[config.mk]
export PLATFORM = sky130hd
export DESIGN_NAME = dac_output_override
export DESIGN_NICKNAME = d
export VERILOG_FILES = /design/src/rtl/dac_ovr_pkg.sv /design/src/rtl/dac_ovr_sync.sv /design/src/rtl/dac_ovr_code.sv /design/src/rtl/dac_ovr_power.sv /design/src/rtl/dac_output_override.sv
export SDC_FILE = /design/constraint.sdc
export NUM_CORES = 1
export LEC_CHECK = 0
export ABC_CLOCK_PERIOD_IN_PS = 1900
export BUFFER_PORTS_ARGS = -buffer_cell sky130_fd_sc_hd__buf_2
export CAP_MARGIN = 25
export CORE_UTILIZATION = 48
export CTS_BUF_LIST = sky130_fd_sc_hd__clkbuf_4 sky130_fd_sc_hd__clkbuf_8
export DETAILED_ROUTE_END_ITERATION = 8
export MAX_ROUTING_LAYER = met4
export PLACE_DENSITY_LB_ADDON = 0.15
export SLEW_MARGIN = 20
export SYNTH_ARGS = -nofsm -noshare
export SYNTH_HDL_FRONTEND = slang
export SYNTH_SLANG_ARGS = --single-unit
[constraint.sdc]
create_clock -name clk -period 1.9 [get_ports clk]
set_clock_uncertainty 0.15 [all_clocks]
set_input_delay 0.38 -clock clk [delete_from_list [all_inputs] [get_ports clk]]
set_output_delay 0.38 -clock clk [all_outputs]
set_load 0.01 [all_outputs]
[src/rtl/dac_ovr_pkg.sv]
package dac_ovr_pkg;

  typedef enum logic [1:0] {
    PM_RUN      = 2'b00,
    PM_TERM_1K  = 2'b01,
    PM_TERM_FAR = 2'b10,
    PM_HIZ      = 2'b11
  } pwr_mode_t;

  localparam int unsigned NUM_ASYNC = 6;
  localparam int unsigned IX_FULL   = 0;
  localparam int unsigned IX_MID    = 1;
  localparam int unsigned IX_ZERO   = 2;
  localparam int unsigned IX_LOCK   = 3;
  localparam int unsigned IX_SD1K   = 4;
  localparam int unsigned IX_SDFAR  = 5;

endpackage

[src/rtl/dac_ovr_sync.sv]
module dac_ovr_sync #(
  parameter int unsigned WIDTH   = 6,
  parameter logic        RST_VAL = 1'b1
) (
  input  logic             clk,
  input  logic             rst_n,
  input  logic [WIDTH-1:0] async_in,
  output logic [WIDTH-1:0] sync_out
);

  for (genvar g = 0; g < WIDTH; g++) begin : g_bit
    logic meta_q;
    logic stab_q;
    logic meta_d;
    logic stab_d;

    always_comb begin
      meta_d = async_in[g];
      stab_d = meta_q;
    end

    always_ff @(posedge clk or negedge rst_n) begin
      if (!rst_n) begin
        meta_q <= RST_VAL;
        stab_q <= RST_VAL;
      end else begin
        meta_q <= meta_d;
        stab_q <= stab_d;
      end
    end

    assign sync_out[g] = stab_q;
  end

endmodule

[src/rtl/dac_ovr_code.sv]
module dac_ovr_code #(
  parameter int unsigned CODE_W = 12
) (
  input  logic              full_n,
  input  logic              mid_n,
  input  logic              zero_n,
  input  logic [CODE_W-1:0] stored,
  output logic [CODE_W-1:0] code
);

  localparam logic [CODE_W-1:0] CODE_FULL = {CODE_W{1'b1}};
  localparam logic [CODE_W-1:0] CODE_MID  = {1'b1, {(CODE_W-1){1'b0}}};
  localparam logic [CODE_W-1:0] CODE_ZERO = '0;

  always_comb begin
    if (!zero_n)      code = CODE_ZERO;
    else if (!mid_n)  code = CODE_MID;
    else if (!full_n) code = CODE_FULL;
    else              code = stored;
  end

endmodule

[src/rtl/dac_ovr_power.sv]
module dac_ovr_power
  import dac_ovr_pkg::*;
#(
  parameter bit HIZ_OUT = 1'b0
) (
  input  logic       lock_n,
  input  logic       sd1k_n,
  input  logic       sdfar_n,
  input  logic [1:0] stored_pd,
  output logic [1:0] mode
);

  localparam pwr_mode_t FAR_MODE = HIZ_OUT ? PM_HIZ : PM_TERM_FAR;

  pwr_mode_t mode_sel;

  always_comb begin
    if (!sd1k_n)       mode_sel = PM_TERM_1K;
    else if (!sdfar_n) mode_sel = FAR_MODE;
    else if (!lock_n)  mode_sel = PM_RUN;
    else               mode_sel = pwr_mode_t'(stored_pd);
  end

  assign mode = mode_sel;

endmodule

[src/rtl/dac_output_override.sv]
module dac_output_override
  import dac_ovr_pkg::*;
#(
  parameter int unsigned CODE_W  = 12,
  parameter int unsigned NCH     = 2,
  parameter bit          HIZ_OUT = 1'b0
) (
  input  logic                  clk,
  input  logic                  rst_n,
  input  logic                  full_n,
  input  logic                  mid_n,
  input  logic                  zero_n,
  input  logic                  lock_n,
  input  logic                  sd1k_n,
  input  logic                  sdfar_n,
  input  logic [NCH*CODE_W-1:0] reg_code,
  input  logic [NCH*2-1:0]      reg_pd,
  output logic [NCH*CODE_W-1:0] eff_code,
  output logic [NCH*2-1:0]      pwr_mode,
  output logic                  force_conflict,
  output logic                  pwr_conflict
);

  localparam int unsigned CODE_BITS = NCH * CODE_W;
  localparam int unsigned MODE_BITS = NCH * 2;

  logic [NUM_ASYNC-1:0] raw_pins;
  logic [NUM_ASYNC-1:0] sy_pins;
  logic sy_full_n, sy_mid_n, sy_zero_n, sy_lock_n, sy_sd1k_n, sy_sdfar_n;

  always_comb begin
    raw_pins            = '1;
    raw_pins[IX_FULL]   = full_n;
    raw_pins[IX_MID]    = mid_n;
    raw_pins[IX_ZERO]   = zero_n;
    raw_pins[IX_LOCK]   = lock_n;
    raw_pins[IX_SD1K]   = sd1k_n;
    raw_pins[IX_SDFAR]  = sdfar_n;
  end

  dac_ovr_sync #(.WIDTH(NUM_ASYNC), .RST_VAL(1'b1)) u_sync (
    .clk      (clk),
    .rst_n    (rst_n),
    .async_in (raw_pins),
    .sync_out (sy_pins)
  );

  assign sy_full_n  = sy_pins[IX_FULL];
  assign sy_mid_n   = sy_pins[IX_MID];
  assign sy_zero_n  = sy_pins[IX_ZERO];
  assign sy_lock_n  = sy_pins[IX_LOCK];
  assign sy_sd1k_n  = sy_pins[IX_SD1K];
  assign sy_sdfar_n = sy_pins[IX_SDFAR];

  logic [CODE_BITS-1:0] code_nxt;
  logic [MODE_BITS-1:0] mode_nxt;

  for (genvar ch = 0; ch < NCH; ch++) begin : g_ch
    dac_ovr_code #(.CODE_W(CODE_W)) u_code (
      .full_n (sy_full_n),
      .mid_n  (sy_mid_n),
      .zero_n (sy_zero_n),
      .stored (reg_code[ch*CODE_W +: CODE_W]),
      .code   (code_nxt[ch*CODE_W +: CODE_W])
    );

    dac_ovr_power #(.HIZ_OUT(HIZ_OUT)) u_pwr (
      .lock_n    (sy_lock_n),
      .sd1k_n    (sy_sd1k_n),
      .sdfar_n   (sy_sdfar_n),
      .stored_pd (reg_pd[ch*2 +: 2]),
      .mode      (mode_nxt[ch*2 +: 2])
    );
  end

  logic [1:0] force_cnt;
  logic       fconf_nxt;
  logic       pconf_nxt;

  always_comb begin
    force_cnt = {1'b0, ~sy_full_n} + {1'b0, ~sy_mid_n} + {1'b0, ~sy_zero_n};
    fconf_nxt = (force_cnt > 2'd1);
    pconf_nxt = ~sy_lock_n & (~sy_sd1k_n | ~sy_sdfar_n);
  end

  logic code_en, mode_en, flag_en;

  always_comb begin
    code_en = (code_nxt != eff_code);
    mode_en = (mode_nxt != pwr_mode);
    flag_en = (fconf_nxt != force_conflict) || (pconf_nxt != pwr_conflict);
  end

  always_ff @(posedge clk or negedge rst_n) begin
    if (!rst_n) begin
      eff_code <= '0;
    end else if (code_en) begin
      eff_code <= code_nxt;
    end
  end

  always_ff @(posedge clk or negedge rst_n) begin
    if (!rst_n) begin
      pwr_mode <= '0;
    end else if (mode_en) begin
      pwr_mode <= mode_nxt;
    end
  end

  always_ff @(posedge clk or negedge rst_n) begin
    if (!rst_n) begin
      force_conflict <= 1'b0;
      pwr_conflict   <= 1'b0;
    end else if (flag_en) begin
      force_conflict <= fconf_nxt;
      pwr_conflict   <= pconf_nxt;
    end
  end

endmodule

==> results.txt <==
----------------------------------------------------
[Timing]
  Max Slew Vio Count ... 0
  Fmax ... 0.725 GHz
  Setup violations, final ... 0
  Sum of negative setup slack ... 0 ns
  Headroom to the max-slew limit ... 0.594
  Total count of hold-check failures in the final report ... 0
  RSZ-0062 raised after global routing ... no
  Tightest Pin Transition ... 0.606 ns
  Fraction of the cycle the final worst path needs ... 0.726
  Final min period ... 1.38 ns

[Synth]
  Net count of the mapped netlist ... 145
  Top cells by area in the synthesized netlist ... dfrtp_1, dfstp_2, a21oi_2
  Most frequently used cell type in the post-synthesis netlist ... dfrtp_1
  Yosys top cell area share ... 0.507
  Gate Count Post-Synth ... 108
  Number of synthesized register bits ... 42
  Async set-reset flop share out of synthesis ... 1.00
  Total number of yosys warnings ... 0
  Post-synthesis instance area ... 0.00148 mm^2
  Top_reg_cell synth ... dfrtp_1
  Dominant cell type by area after synthesis ... dfrtp_1
  Most instantiated cells after synthesis ... dfrtp_1, inv_1, a21oi_2
  Count of cell types in the netlist ... 14
  Share of synthesized area occupied by flip-flops and latches ... 0.720
  Number of synthesized flops with an enable pin ... 0
  Mean post-synth cell area ... 13.7 um^2

[Worst setup path]
  Kind of cell adding the most delay to the critical path ... flip-flops
  Req. time, crit path ... 1.37 ns
  Cells traversed along the worst timing path ... buf_2
  Worst stage delay on the critical path ... 0.38 ns
  Startpoint class of the critical path ... flop
  Critical register-to-register path endpoint ... eff_code[22]
  Buf+Inv Stages, Crit Path ... 1
  Type of the worst setup path ... flop to output pin
  CP Data Arrival Time ... 0.85 ns
  Number of gates on the worst path with buffers counted ... 1
  Register-to-Register Setup Slack ... 0.53 ns
  Slowest library cell on the worst path ... dfrtp_1
  Worst reg2reg path depth ... 2
  Critical path fanouts, max ... 1
  Endpoint type of the worst setup path ... output pin
  RR Startpoint ... u_sync.g_bit[2].stab_q

[Floorplan]
  Area inside the core boundary ... 0.00283 mm^2
  Die span in y ... 57.5 um
  Core Rows ... 19
  Effective utilization at floorplan ... 0.523
  Die Wd ... 57.5 um
  Floorplan die area ... 0.00331 mm^2
  Number of I/O pins ... 66

[Detailed routing]
  Highest signal layer in the routed design ... met4
  Routed length per placed instance ... 11.2 um
  Met1 wire length ... 973 um
  Total wire length ... 2420 um
  Amount of wire on met2 after detailed routing ... 1240 um
  Number of DRC violations after detailed-routing iteration 0 ... 22
  Per-cell via count in the routed design ... 4.47
  Via count ... 970
  1st-pass router iterations ... 8
  Detail Route met3 WL ... 173 um
  Remaining design rule violation count ... 5
  Antenna Violating Nets Remaining ... 0

[Power and ir drop]
  Total power divided by cell area ... 816 mW/mm^2
  Fraction of power consumed by the clock network ... 0.277
  Register share of total power ... 0.606
  Total power after layout ... 1.60 mW
  Combinational share of power ... 0.117
  Net load switching power ... 368 uW
  Share of total power consumed by net switching ... 0.230
  Static leakage ... 1.09 nW
  Int Power ... 1.23 mW
  Maximum vdd ir drop ... 526 uV

[Placed design]
  Count of input and output buffers ... 65
  HPWL reported at the end of detailed placement ... 1740 um
  Placer Congestion ... 0.737

[Global routing]
  Via count of the first global-routing pass ... 890
  Global-route congestion overflow total ... 0
  Number of antenna violations at the first check in global routing ... 0
  GRT Overall Usage ... 0.167
  Largest net degree at the start of global routing ... 24
  Wire length of the first global-routing pass ... 3800 um

[Clock network]
  Clock tree buffer depth ... 2
  Clock tree from TritonCTS ... yes
  CTS Root Buffer Type ... clkbuf_4
  Worst-skew pair later-pin latency ... 0.32 ns
  PostCTS Resize Cnt ... 0
  Number of hold-repair buffers added at the cts stage ... 7
  Num Clock Sinks ... 42
  CTS buffer count ... 5
  Worst-path clk slew ... 0.11 ns
  # H-tree levels ... 2
  Count of buffers added by post-CTS timing repair for setup ... 0

[Cells and area]
  Final core occ ... 0.693
  Net total in the final layout ... 222
  Signed area change from the synthesized netlist to the final layout ... 32.5%
  Antenna diode count ... 0
  Number of inserted filler cells in the final layout ... 227
  Layout cells sized above 1 ... 0.586

[Hold path]
  Hold wc startpoint ... reg_code[2]
  Number of cells on the worst hold path ... 3
  Terminating pin of the worst hold path ... eff_code[2]
  Class of the tightest hold or removal check ... input port to flop

[Run status]
  Violations in the final reports ... DRC
  Outcome ... complete, but fails checks

[Run]
  MaxCap Viol Count ... 0

----------------------------------------------------
[registers in the layout, summed over array words and instances, names as in the netlist]
name,flops
force_conflict,1
u_sync.g_bit.stab_q,6
eff_code,24
pwr_conflict,1
u_sync.g_bit.meta_q,6
pwr_mode,4
[power by group through the flow]
stage / Sequential (mW) / Combinational [mW] / Clock, mW
after CTS: 0.971 / 0.191 / 0.465
final: 0.970 / 0.188 / 0.444
after global routing: 0.976 / 0.208 / 0.506
after global placement: 0.985 / 0.175 / 0
after detailed placement: 0.987 / 0.180 / 0
after floorplan: 1.01 / 0.0656 / 0
[layout by cell type (no fill, tap or decap), types with 2 or more instances in the layout]
cell,instances
clkbuf_4,6
a21boi_1,2
inv_1,24
dlygate4sd3_1,7
nand2_1,5
buf_2,65
dfstp_2,12
a21oi_1,3
dfrtp_1,30
nand3_1,2
a21oi_2,20
o21a_1,2
[layer usage]
metal,global-route usage,vias up
met1,0.174,440
met3,0.0680,5
met5,-,-
met4,0.0523,0
li1,-,481
met2,0.286,44
[layout make-up]
class / count / area [um^2] / share of cell area
tap: 31 / 38.8 / 0.0198
multi-input combinational: 37 / 275 / 0.140
clock buffer: 7 / 58.8 / 0.0300
clock inverter: 1 / 5.00 / 0.00255
timing repair buffer: 74 / 423 / 0.216
sequential: 42 / 1070 / 0.544
inverter: 25 / 93.8 / 0.0479
[metrics by stage]
| step | setup WS, ns | instance area, um^2 | cells | hold WS, ns |
|---|---|---|---|---|
| 2_1_floorplan | 0.451 | 1480 | 108 | -0.0656 |
| 3_3_place_gp | 0.562 | 1830 | 202 | 0.192 |
| 4_1_cts | 0.501 | 1960 | 217 | 0.104 |
| 3_5_place_dp | 0.520 | 1830 | 202 | 0.197 |
| 5_1_grt | 0.431 | 1960 | 217 | 0.0791 |
| 6_report | 0.521 | 1960 | 217 | 0.118 |
[cells by family after synthesis]
logic type | Yosys count | synth area share
flops | 42 | 0.720
buf+inv | 29 | 0.0938
compound gates | 28 | 0.154
simple gates | 8 | 0.0237
fa+ha+maj | 1 | 0.00845
[worst max path at each step]
| stage | endpoint | from |
|---|---|---|
| 2_1_floorplan | force_conflict | u_sync.g_bit[0].stab_q |
| 6_report | eff_code[3] | eff_code[3] |
| 5_1_grt | eff_code[6] | u_sync.g_bit[2].stab_q |
| 3_3_place_gp | eff_code[7] | u_sync.g_bit[2].stab_q |
| 3_5_place_dp | eff_code[7] | u_sync.g_bit[2].stab_q |
| 4_1_cts | eff_code[7] | u_sync.g_bit[2].stab_q |
Note: power is estimated with default switching activity, not from simulation.
